File: src/rtl/txstat_pkg.sv
package txstat_pkg;
  localparam int NUM_CNT = 3;
  localparam int WORD_W  = 32;
  localparam logic [11:0] OFF_STATUS = 12'h108;
  localparam logic [11:0] OFF_MASK   = 12'h10C;
  localparam logic [11:0] OFF_CNT0   = 12'h110;
  localparam logic [WORD_W-1:0] STAT_MAP = (32'h1 << 21) | (32'h1 << 15) | (32'h1 << 14);

  // status bit owned by counter index: 0 good, 1 single collision, 2 multiple
  function automatic int stat_bit(input int idx);
    case (idx)
      0:       return 21;
      1:       return 14;
      default: return 15;
    endcase
  endfunction
endpackage

File: src/rtl/stat_counter.sv
module stat_counter #(
  parameter int CNT_W = 32
) (
  input  logic             clk,
  input  logic             rst_n,
  input  logic             inc_i,
  output logic [CNT_W-1:0] cnt_o,
  output logic             msb_rise_o
);
  localparam logic [CNT_W-1:0] BELOW_HALF = {1'b0, {(CNT_W-1){1'b1}}};

  logic [CNT_W-1:0] cnt_q;

  always_ff @(posedge clk) begin
    if (!rst_n)     cnt_q <= '0;
    else if (inc_i) cnt_q <= cnt_q + 1'b1;
  end

  assign cnt_o      = cnt_q;
  assign msb_rise_o = inc_i && (cnt_q == BELOW_HALF);
endmodule

File: src/rtl/hf_flags.sv
module hf_flags #(
  parameter int N = 3
) (
  input  logic         clk,
  input  logic         rst_n,
  input  logic [N-1:0] set_i,
  input  logic [N-1:0] clr_i,
  output logic [N-1:0] flag_o
);
  logic [N-1:0] flag_q;

  for (genvar i = 0; i < N; i++) begin : g_flag
    always_ff @(posedge clk) begin
      if (!rst_n)        flag_q[i] <= 1'b0;
      else if (set_i[i]) flag_q[i] <= 1'b1;
      else if (clr_i[i]) flag_q[i] <= 1'b0;
    end
  end

  assign flag_o = flag_q;
endmodule

File: src/rtl/rd_decode.sv
module rd_decode #(
  parameter int ADDR_W = 12,
  parameter int N      = 3
) (
  input  logic [ADDR_W-1:0]        addr_i,
  input  logic                     rd_en_i,
  input  logic [3:0]               be_i,
  input  logic [N-1:0][31:0]       cnt_i,
  input  logic [31:0]              status_i,
  input  logic [31:0]              mask_i,
  output logic [31:0]              data_o,
  output logic [N-1:0]             clr_o
);
  localparam int WA_W = ADDR_W - 2;
  localparam logic [WA_W-1:0] WA_STATUS = WA_W'(txstat_pkg::OFF_STATUS >> 2);
  localparam logic [WA_W-1:0] WA_MASK   = WA_W'(txstat_pkg::OFF_MASK >> 2);
  localparam logic [WA_W-1:0] WA_CNT0   = WA_W'(txstat_pkg::OFF_CNT0 >> 2);

  logic [WA_W-1:0] wa;
  logic [N-1:0]    hit_cnt;
  logic [31:0]     word;
  logic [31:0]     lane_mask;

  assign wa = addr_i[ADDR_W-1:2];

  for (genvar i = 0; i < N; i++) begin : g_hit
    assign hit_cnt[i] = (wa == WA_CNT0 + WA_W'(i));
    assign clr_o[i]   = rd_en_i && be_i[0] && hit_cnt[i];
  end

  always_comb begin
    word = '0;
    if (wa == WA_STATUS) word = status_i;
    if (wa == WA_MASK)   word = mask_i;
    for (int i = 0; i < N; i++)
      if (hit_cnt[i]) word = cnt_i[i];
  end

  for (genvar b = 0; b < 4; b++) begin : g_lane
    assign lane_mask[8*b +: 8] = {8{be_i[b]}};
  end

  assign data_o = word & lane_mask;
endmodule

File: src/rtl/txstat_hf_irq.sv
module txstat_hf_irq #(
  parameter int CNT_W  = 32,
  parameter int ADDR_W = 12
) (
  input  logic              clk,
  input  logic              rst_n,
  input  logic [2:0]        inc_i,
  input  logic              rd_en_i,
  input  logic [ADDR_W-1:0] rd_addr_i,
  input  logic [3:0]        rd_be_i,
  output logic              rd_valid_o,
  output logic [31:0]       rd_data_o,
  input  logic              mask_we_i,
  input  logic [31:0]       mask_wdata_i,
  output logic              irq_o
);
  import txstat_pkg::*;

  logic [NUM_CNT-1:0][CNT_W-1:0] cnt;
  logic [NUM_CNT-1:0][31:0]      cnt_ext;
  logic [NUM_CNT-1:0]            msb_rise;
  logic [NUM_CNT-1:0]            clr;
  logic [NUM_CNT-1:0]            flag;
  logic [31:0]                   status_word;
  logic [31:0]                   mask_q;
  logic [31:0]                   rd_word;

  for (genvar i = 0; i < NUM_CNT; i++) begin : g_cnt
    stat_counter #(.CNT_W(CNT_W)) u_cnt (
      .clk        (clk),
      .rst_n      (rst_n),
      .inc_i      (inc_i[i]),
      .cnt_o      (cnt[i]),
      .msb_rise_o (msb_rise[i])
    );
    assign cnt_ext[i] = 32'(cnt[i]);
  end

  hf_flags #(.N(NUM_CNT)) u_flags (
    .clk    (clk),
    .rst_n  (rst_n),
    .set_i  (msb_rise),
    .clr_i  (clr),
    .flag_o (flag)
  );

  always_comb begin
    status_word = '0;
    for (int i = 0; i < NUM_CNT; i++) status_word[stat_bit(i)] = flag[i];
  end

  always_ff @(posedge clk) begin
    if (!rst_n)         mask_q <= '0;
    else if (mask_we_i) mask_q <= mask_wdata_i & STAT_MAP;
  end

  rd_decode #(.ADDR_W(ADDR_W), .N(NUM_CNT)) u_dec (
    .addr_i   (rd_addr_i),
    .rd_en_i  (rd_en_i),
    .be_i     (rd_be_i),
    .cnt_i    (cnt_ext),
    .status_i (status_word),
    .mask_i   (mask_q),
    .data_o   (rd_word),
    .clr_o    (clr)
  );

  always_ff @(posedge clk) begin
    if (!rst_n) begin
      rd_valid_o <= 1'b0;
      rd_data_o  <= '0;
    end else begin
      rd_valid_o <= rd_en_i;
      rd_data_o  <= rd_en_i ? rd_word : '0;
    end
  end

  assign irq_o = |(status_word & mask_q);
endmodule

File: config.mk
export PLATFORM = sky130hd
export DESIGN_NAME = txstat_hf_irq
export DESIGN_NICKNAME = d
export VERILOG_FILES = /design/src/rtl/txstat_pkg.sv /design/src/rtl/stat_counter.sv /design/src/rtl/hf_flags.sv /design/src/rtl/rd_decode.sv /design/src/rtl/txstat_hf_irq.sv
export SDC_FILE = /design/constraint.sdc
export NUM_CORES = 1
export LEC_CHECK = 0
export ABC_AREA = 0
export BUFFER_PORTS_ARGS = -buffer_cell sky130_fd_sc_hd__buf_2
export CORE_MARGIN = 5
export CORE_UTILIZATION = 55
export DETAILED_ROUTE_END_ITERATION = 10
export PLACE_DENSITY_LB_ADDON = 0.15
export SLEW_MARGIN = 20
export SYNTH_ARGS = -nofsm -noshare
export SYNTH_HDL_FRONTEND = slang
export SYNTH_HIERARCHICAL = 1
export SYNTH_SLANG_ARGS = --single-unit
File: constraint.sdc
create_clock -name clk -period 2.9 [get_ports clk]
set_input_delay 0.29 -clock clk [delete_from_list [all_inputs] [get_ports clk]]
set_output_delay 0.29 -clock clk [all_outputs]
set_load 0.05 [all_outputs]
; ---- Word-level counts from Yosys, hierarchy flattened
; Index checks and enable logic that the tools add are counted.
; Widths: inputs -> output; s select.
[classes]
n_addsub = 3
n_eq_ne = 8
mux = 11
bitwise_logic = 2
n_reduce_logical = 12
[op_table]
columns = operator, count
row1 = $add 32x1->32 const B, 3
row2 = $eq 32x31->1 const B, 3
row3 = $mux 32, 3
row4 = $eq 10x7->1 const B, 5
row5 = $mux 22, 2
row6 = $and 32x32->32, 1
row7 = $reduce_or 32->1, 1
row8 = $and 22x22->22, 1
row9 = $logic_and 1x1->1, 7
row10 = $mux 1, 6
row11 = $reduce_bool 2->1, 3
row12 = $reduce_and 2->1, 1
[word_totals]
ff_bits = 135
in_bits = 55
out_inout_bits = 34
elab_cells = 45

; ---- Depth between registers and ports, before layout
; Gate-level depths: netlist (run 1).
[logic_depth]
depth_word = 7
depth_mapped = 8
depth_no_buf = 5

; ---- Cells and area by module
; Netlist (run 1), hierarchy kept.
[by_module_without_submodules]
columns = mod, n_inst, cells_each, area_each_um2, seq_area_each_um2
row1 = stat_counter, 3, 182, 1580.3, 640.6
row2 = rd_decode, 1, 269, 1483.9, 0.0
row3 = txstat_hf_irq, 1, 84, 1056.0, 720.7
row4 = hf_flags, 1, 9, 123.9, 60.1

; ---- Worst setup path after synthesis (run 1)
; OpenSTA, ideal clock, no wires.
[synth_path]
kind = input -> register
startpoint = in rd_addr_i[3]
endpoint = reg rd_data_o[26]
setup_ps = 116
arrival_time_ps = 1624
required_ps = 2784
slack_ps = 1160
path_stages = 6
n_path_buf = 2
cell_sequence = clkbuf_1 nor2b_1 nand4_1 clkbuf_1 o22a_1 and3_2
[synth_via]
elab_chain_cells = 5
elab_cells_between_ends = 7
classes_between = eq/ne: 3 / mux: 3 / bitwise: 1
[synth_rtl]
columns = item, line
row1 = from (decl), txstat_hf_irq.sv:9  ; input logic [ADDR_W-1:0] rd_addr_i,
row2 = $eq 10x7->1, rd_decode.sv:27  ; assign hit_cnt[i] = (wa == WA_CNT0 + WA_W'(i));
row3 = $mux 32 (2 in series), rd_decode.sv:36  ; if (hit_cnt[i]) word = cnt_i[i];
row4 = $mux 32 *, rd_decode.sv:36
row5 = $and 32x32->32 *, rd_decode.sv:43  ; assign data_o = word & lane_mask;
row6 = named net rd_word[26], txstat_hf_irq.sv:26  ; logic [31:0] rd_word;
row7 = to (signal assigned), txstat_hf_irq.sv:74  ; rd_data_o <= rd_en_i ? rd_word : '0;
row8 = to (decl), txstat_hf_irq.sv:12  ; output logic [31:0] rd_data_o,
; The timed path passes the listed nets; every way through them passes the cells marked *.
; A chain may end at the register's enable or synchronous reset.

; ---- Worst setup path in the final report (run 1)
[layout_path]
startpoint = reg g_cnt[1].u_cnt.cnt_q[0]
endpoint = reg u_flags.flag_q[1] (netlist: u_flags/flag_o[1])
[layout_via]
elab_chain_cells = 3
elab_cells_between_ends = 4
classes_between = eq/ne: 1 / mux: 1 / reduce/logical: 2
[layout_rtl]
columns = item, line
row1 = from (decl), stat_counter.sv:12  ; logic [CNT_W-1:0] cnt_q;
row2 = from (signal assigned), stat_counter.sv:16  ; else if (inc_i) cnt_q <= cnt_q + 1'b1;
row3 = $eq 32x31->1 *, stat_counter.sv:20  ; assign msb_rise_o = inc_i && (cnt_q == BELOW_HALF);
row4 = $logic_and 1x1->1 *, stat_counter.sv:20
row5 = named net msb_rise[1], txstat_hf_irq.sv:21  ; logic [NUM_CNT-1:0] msb_rise;
row6 = $mux 1 / $reduce_bool 2->1 (equally long branches), -
row7 = "to (signal, indexed assignment)", hf_flags.sv:14  ; if (!rst_n) flag_q[i] <= 1'b0;
row8 = "to (signal, indexed assignment)", hf_flags.sv:15  ; else if (set_i[i]) flag_q[i] <= 1'b1;
row9 = "to (signal, indexed assignment)", hf_flags.sv:16  ; else if (clr_i[i]) flag_q[i] <= 1'b0;
row10 = to (decl), hf_flags.sv:10  ; logic [N-1:0] flag_q;
; Marks and branches as above.

==> flow_summary_export.csv, run 1 <==
group,metric,value,unit
sta,hold_viol,0,
min_path,hp-class,"in2reg",
placed_design,port_buffers,57,
sta,rsz0062_at_grt,"no",
power,seq_power_share,0.452,
sta,fmax,477,MHz
placed_design,place_ws,0.685,ns
route,drc,0,
route,firstDrtPassIters,5,
clock_network,insertion_delay,0.42,ns
floorplan,row_count,42,
route,vias,7060,
synthesis,syn_area,7400,sq um
synthesis,synth_warnings,6,
synthesis,syn_area_per_cell,8.15,sq um
synthesis,synth.distinct_cells,46,
synthesis,async_flop_share,0,
synthesis,synthAdderAreaFrac,0.00507,
worst_setup_path,worstSetupPathType,"reg2reg",
floorplan,dieArea,15900,sq um
route,route.antenna.remaining_nets,0,
route,wire_per_inst,16.5,um
worst_setup_path,rr_worst_depth,5,
sta,finalCriticalPeriod,2.10,ns
sta,fin_crit_sh,0.723,
sta,totalNegativeSetupSlack,0,ns
sta,setup_violations,0,
worst_setup_path,ff2ff_setup_slack,0.80,ns
global_routing,grtUsageTotal,0.249,
route,drt_iter0_markers,661,
synthesis,synthXorXnorAreaFrac,0.0426,
power,cellLeakagePower,3.20,nW
power,switching_share,0.234,
clock_network,clk_path_buf_depth,2,
sta,setup_slack,0.803,ns
power,p_int,3.20,mW
worst_setup_path,reg2reg_to,"u_flags/flag_o[1]$_SDFFE_PN0P_",
floorplan,core-area,13200,sq um
sta,slew_headroom,0.325,
synthesis,synth_edf_count,0,
worst_setup_path,critPathLaunchType,"register",
worst_setup_path,crit_fanout,14,
global_routing,grt_max_degree,38,
power,power_switching,0.978,mW
route,routed_wl,19.4,mm
floorplan,initial_core_util,0.559,
finish,antenna_cells,0,
power,combPwrFrac,0.045,
floorplan,dieWidth,126,um
worst_setup_path,cp_data_required_time,3.27,ns
status,outcome,"complete, no violations",
clock_network,cts-resized-gates,0,
synthesis,synthSimpleGateAreaFrac,0.348,
power,p_clk_frac,0.502,
clock_network,numClockSinks,135,
global_routing,grt.overflow.total,0,
clock_network,hold_buffers,0,
sta,final_max_slew_viol_count,0,
worst_setup_path,cp.arrival,2.47,ns
clock_network,post-cts-setup-buffers,0,
worst_setup_path,end_kind,"register",
global_routing,grt_pass1_wl,32.5,mm
power,fin_total_pwr,4.18,mW
power,max-vdd-ir-drop,0.408,mV
synthesis,synth-compound-area-share,0.177,
floorplan,die_y,126,um
synthesis,synth.area.mux_share,0.0135,
worst_setup_path,worstSetupStartpoint,"g_cnt[1].u_cnt/cnt_o[0]$_SDFFE_PN0P_",
worst_setup_path,r2r-start,"g_cnt[1].u_cnt/cnt_o[0]$_SDFFE_PN0P_",
clock_network,htreeDepth,4,
synthesis,synth_top_family_by_area,"simple AND/OR/NAND/NOR gates",
route,viasPerCell,5.98,
finish,nNetsFinal,1051,
placed_design,dp_hpwl,13.5,mm
finish,syn2layout_area_growth,14.9,%
clock_network,numCtsBuffers,17,
clock_network,cts_tree,"yes",
flow_run,maxCapViolCount,0,
global_routing,grt_pass1_vias,6360,
clock_network,clkTransAtPathRegs,0.06,ns
sta,skew,0.00524,ns
sta,worst_pin_slew,1.01,ns
clock_network,cts_root_buf,"clkbuf_16",
finish,utilization,0.643,
placed_design,gp_congestion,0.839,
finish,drive_gt1_frac,0.146,
synthesis,ys.flop_type,"dfxtp_1",
worst_setup_path,endpoint,"u_flags/flag_o[1]$_SDFFE_PN0P_",
synthesis,seq_area_frac_synth,0.365,
synthesis,ys_ff_latch,135,
power,cellPowerDensity,491,nW/um^2
synthesis,synth_cells,908,
floorplan,io_pins,89,
global_routing,antenna_found_initial,0,
cell usage in the layout, fill, tap and decap left out, types with 39 or more instances in the layout:
cell type and count:
dfxtp_1 135, nand3_1 104, o21ai_0 40, and3_1 42, o31ai_1 39, conb_1 58
nor2_1 68, nand2_1 55, or4_1 39, a21oi_1 76, nand4_1 40, buf_2 57
metal layers:
| layer | GRT usage | wire, um | vias to the layer above |
|---|---|---|---|
| li1 | - | - | 3528 |
| met1 | 0.339 | 8940 | 3307 |
| met2 | 0.396 | 9130 | 192 |
| met3 | 0.0461 | 903 | 33 |
| met4 | 0.0877 | 465 | 0 |
| met5 | 0 | 0 | - |
area by class of cell:
| cell class | count | area [sq um] |
|---|---|---|
| inverter | 14 | 52.6 |
| timing repair buffer | 72 | 398 |
| sequential | 135 | 2700 |
| tap | 176 | 220 |
| fill | 1189 | 4730 |
| clock buffer | 19 | 443 |
| clock inverter | 12 | 130 |
| multi-input combinational | 753 | 4560 |
how the worst min path moves through the flow:
| stage | cells after the start | from | end | slack (ns) |
|---|---|---|---|---|
| 2_1_floorplan | 1 | rst_n | u_flags/flag_o[0]$_SDFFE_PN0P_ | 0.41 |
| 3_3_place_gp | 2 | g_cnt[0].u_cnt/cnt_o[31]$_SDFFE_PN0P_ | g_cnt[0].u_cnt/cnt_o[31]$_SDFFE_PN0P_ | 0.48 |
| 3_5_place_dp | 2 | g_cnt[0].u_cnt/cnt_o[31]$_SDFFE_PN0P_ | g_cnt[0].u_cnt/cnt_o[31]$_SDFFE_PN0P_ | 0.48 |
| 4_1_cts | 3 | inc_i[1] | g_cnt[1].u_cnt/cnt_o[0]$_SDFFE_PN0P_ | 0.19 |
| 5_1_grt | 3 | inc_i[0] | g_cnt[0].u_cnt/cnt_o[0]$_SDFFE_PN0P_ | 0.20 |
| 6_report | 3 | inc_i[1] | g_cnt[1].u_cnt/cnt_o[0]$_SDFFE_PN0P_ | 0.20 |
registers in the layout, indices dropped and copies added, names as in the netlist:
| signal | flops |
|---|---|
| rd_valid_o | 1 |
| rd_data_o | 32 |
| g_cnt.u_cnt/cnt_o | 96 |
| mask_q | 3 |
| u_flags/flag_o | 3 |
logic make-up after synthesis:
logic type               count (synthesis)
adder cells (fa/ha/maj)                  3
flip-flops                             135
multiplexers                            10
AO/OA/AOI/OAI                          208
AND/OR/NAND/NOR                        438
buffers and inverters                   77
other                                    1
XOR/XNOR                                36
worst max-delay path, stage by stage, from the launching register on:
cell	delay (ns)
dfxtp_1	0.51
ha_1	0.35
nand2_1	0.34
or3_1	0.46
nor3_1	0.23
o21a_1	0.15
power groups by stage:
| stage | logic, mW | registers (mW) | clock network [mW] |
|---|---|---|---|
| global route | 0.214 | 1.89 | 2.21 |
| floorplan | 0.126 | 1.93 | 0 |
| global placement | 0.182 | 1.93 | 0 |
| finish | 0.189 | 1.89 | 2.10 |
| detailed placement | 0.185 | 1.93 | 0 |
| CTS | 0.186 | 1.89 | 2.13 |
per-stage QoR:
stage | instance area (sq um) | std cells | hold slack [ns]
2_1_floorplan | 7620 | 965 | 0.407
3_3_place_gp | 7940 | 1150 | 0.480
3_5_place_dp | 7940 | 1150 | 0.483
4_1_cts | 8510 | 1181 | 0.188
5_1_grt | 8510 | 1181 | 0.203
6_report | 8510 | 1181 | 0.196
synthesized netlist by cell type, types with 4 or more instances:
| cell type | instances | area (sq um) |
|---|---|---|
| nor4_4 | 4 | 85.1 |
| nand4_1 | 40 | 250 |
| nor3_1 | 5 | 25.0 |
| xnor2_1 | 6 | 52.6 |
| and3_2 | 6 | 45.0 |
| and4_1 | 22 | 193 |
| o21ai_0 | 40 | 200 |
| nor2_1 | 68 | 255 |
| o31ai_1 | 39 | 293 |
| a21oi_1 | 76 | 380 |
| or4_1 | 39 | 293 |
| o22a_1 | 7 | 61.3 |
| buf_6 | 6 | 67.6 |
| clkbuf_1 | 37 | 139 |
| a31o_2 | 17 | 149 |
| and3_1 | 42 | 263 |
| mux2i_1 | 10 | 100 |
| and2_1 | 12 | 75.1 |
| or3_1 | 13 | 81.3 |
| xor2_1 | 30 | 263 |
| dfxtp_1 | 135 | 2700 |
| o21a_1 | 6 | 45.0 |
| inv_1 | 14 | 52.6 |
| buf_2 | 19 | 95.1 |
| a31oi_1 | 7 | 43.8 |
| nor4_1 | 6 | 37.5 |
| nand3_1 | 104 | 521 |
| nand2_1 | 55 | 206 |
| a31o_1 | 10 | 87.6 |
Power figures use the tool's default switching activity.
==> inputs of run 2 (changes only) <==
CORE_UTILIZATION = 53   (was 55)
clock period = 1.8 ns   (was 2.9 ns; I/O delays follow)
==> run 2 against run 1 <==
Effect of this change: sequential cell count unchanged; setup slack got worse by 0.78 ns; critical path type unchanged; global-route usage increased by 1.0 points; sequential power increased by 60%.
==> flow_summary_export.csv, run 2 (synthesis gave the netlist of run 1 again) <==
group,metric,value,unit
placed_design,place_ws,-0.104,ns
sta,fin_crit_sh,0.985,
sta,final_max_slew_viol_count,0,
route,routed_wl,21.6,mm
clock_network,numClockSinks,135,
route,route.antenna.remaining_nets,0,
clock_network,cts_tree,"yes",
sta,setup_violations,0,
power,p_clk_frac,0.492,
placed_design,postPlaceCellArea,8830,sq um
global_routing,grt_pass1_vias,6873,
sta,skew,0.0197,ns
route,highest_layer,"met4",
floorplan,row_count,43,
route,firstDrtPassIters,5,
finish,layout_common_cells,"dfxtp_1, buf_4, nand3_1, a21oi_1, nor2_1",
finish,antenna_cells,0,
finish,layout.cells.non_filler,1302,
status,outcome,"complete, no violations",
finish,final_area,9470,sq um
floorplan,dieArea,16400,sq um
route,drc,0,
route,wl_met1,9.72,mm
finish,utilization,0.687,
floorplan,core-area,13800,sq um
finish,largest_reg_flops,96,
clock_network,insertion_delay,0.43,ns
power,max-vdd-ir-drop,0.944,mV
worst_setup_path,cp_data_required_time,2.16,ns
power,fin_total_pwr,6.72,mW
global_routing,grt_pass1_wl,34.1,mm
power,cellLeakagePower,3.82,nW
placed_design,gp_congestion,0.875,
global_routing,grt_max_degree,40,
placed_design,place_inst,1268,
route,wire_per_inst,16.6,um
clock_network,numCtsBuffers,17,
sta,setup_slack,0.0272,ns
worst_setup_path,cp.arrival,2.13,ns
floorplan,dieWidth,128,um
sta,hold_viol,0,
route,wl_met3,1.35,mm
worst_setup_path,crit_fanout,11,
worst_setup_path,critPathLaunchType,"register",
clock_network,hold_buffers,0,
power,combPwrFrac,0.058,
flow_run,maxCapViolCount,0,
worst_setup_path,worstSetupPathType,"reg2reg",
clock_network,clk_path_buf_depth,2,
worst_setup_path,end_kind,"register",
finish,nNetsFinal,1167,
route,drt_iter0_markers,661,
finish,syn2layout_area_growth,27.9,%
sta,finalCriticalPeriod,1.77,ns
clock_network,htreeDepth,4,
global_routing,grt.overflow.total,0,
floorplan,io_pins,89,
floorplan,die_y,128,um
sta,fmax,564,MHz
finish,drive_gt1_frac,0.244,
clock_network,clkTransAtPathRegs,0.06,ns
placed_design,port_buffers,57,
global_routing,antenna_found_initial,0,
power,seq_power_share,0.451,
route,vias,7694,
power,cellPowerDensity,710,nW/um^2
global_routing,grtUsageTotal,0.259,
sta,totalNegativeSetupSlack,0,ns
sta,rsz0062_at_grt,"yes",
sta,hold_slack,0.100,ns
route,wl_met2,10.0,mm
power,switching_share,0.234,
route,viasPerCell,5.91,
placed_design,dp_hpwl,15.3,mm
clock_network,cts_root_buf,"clkbuf_16",
finish,nFillCells,1231,
min_path,hp-class,"in2reg",
power,power_switching,1.57,mW
finish,final_common_cell,"dfxtp_1",
floorplan,initial_core_util,0.538,
clock_network,post-cts-setup-buffers,0,
power,p_int,5.15,mW
## run 2: path summary, 6_finish.rpt
check	from	end	slack [ns]	depth (start not counted)
worst min register to register	g_cnt[1].u_cnt/cnt_o[31]$_SDFFE_PN0P_	g_cnt[1].u_cnt/cnt_o[31]$_SDFFE_PN0P_	0.49	2
worst min-delay path	inc_i[2]	g_cnt[2].u_cnt/cnt_o[0]$_SDFFE_PN0P_	0.10	3
worst max register to register	g_cnt[2].u_cnt/cnt_o[4]$_SDFFE_PN0P_	g_cnt[2].u_cnt/cnt_o[24]$_SDFFE_PN0P_	0.03	5
worst max-delay path	g_cnt[2].u_cnt/cnt_o[4]$_SDFFE_PN0P_	g_cnt[2].u_cnt/cnt_o[24]$_SDFFE_PN0P_	0.03	5
## run 2: final cells by class
class                   instances  area, sq um  area share
multi-input cells             755         4620       0.488
inverters                      14         52.6     0.00555
well taps                     180          225      0.0238
repair buffers                186         1290       0.137
flip-flops and latches        135         2710       0.286
clock buffers                  21          470      0.0497
clock inverters                11         98.8      0.0104
## run 2: power groups by stage
stage | Clock [mW] | Sequential [mW] | Combinational (mW)
final | 3.31 | 3.03 | 0.387
after global routing | 3.51 | 3.03 | 0.430
after CTS | 3.38 | 3.03 | 0.378
after floorplan | 0 | 3.10 | 0.202
after global placement | 0 | 3.09 | 0.369
after detailed placement | 0 | 3.09 | 0.375
## run 2: metal layers
layer,vias to the layer above,GRT usage
met2,248,0.407
li1,3783,-
met1,3631,0.350
met3,32,0.0542
met4,0,0.0974
met5,-,0
## run 2: timing repair
| item | CTS | global route |
|---|---|---|
| setup endpoints to repair | 0 | 21 |
| resized for setup | 0 | 13 |
| hold endpoints to repair | 0 | 0 |
## run 2: critical path: stages (launching register included)
cell     delay, ns
dfxtp_1       0.37
and4_4        0.33
buf_4         0.20
nand4_1       0.20
or4_1         0.46
a21oi_1       0.15
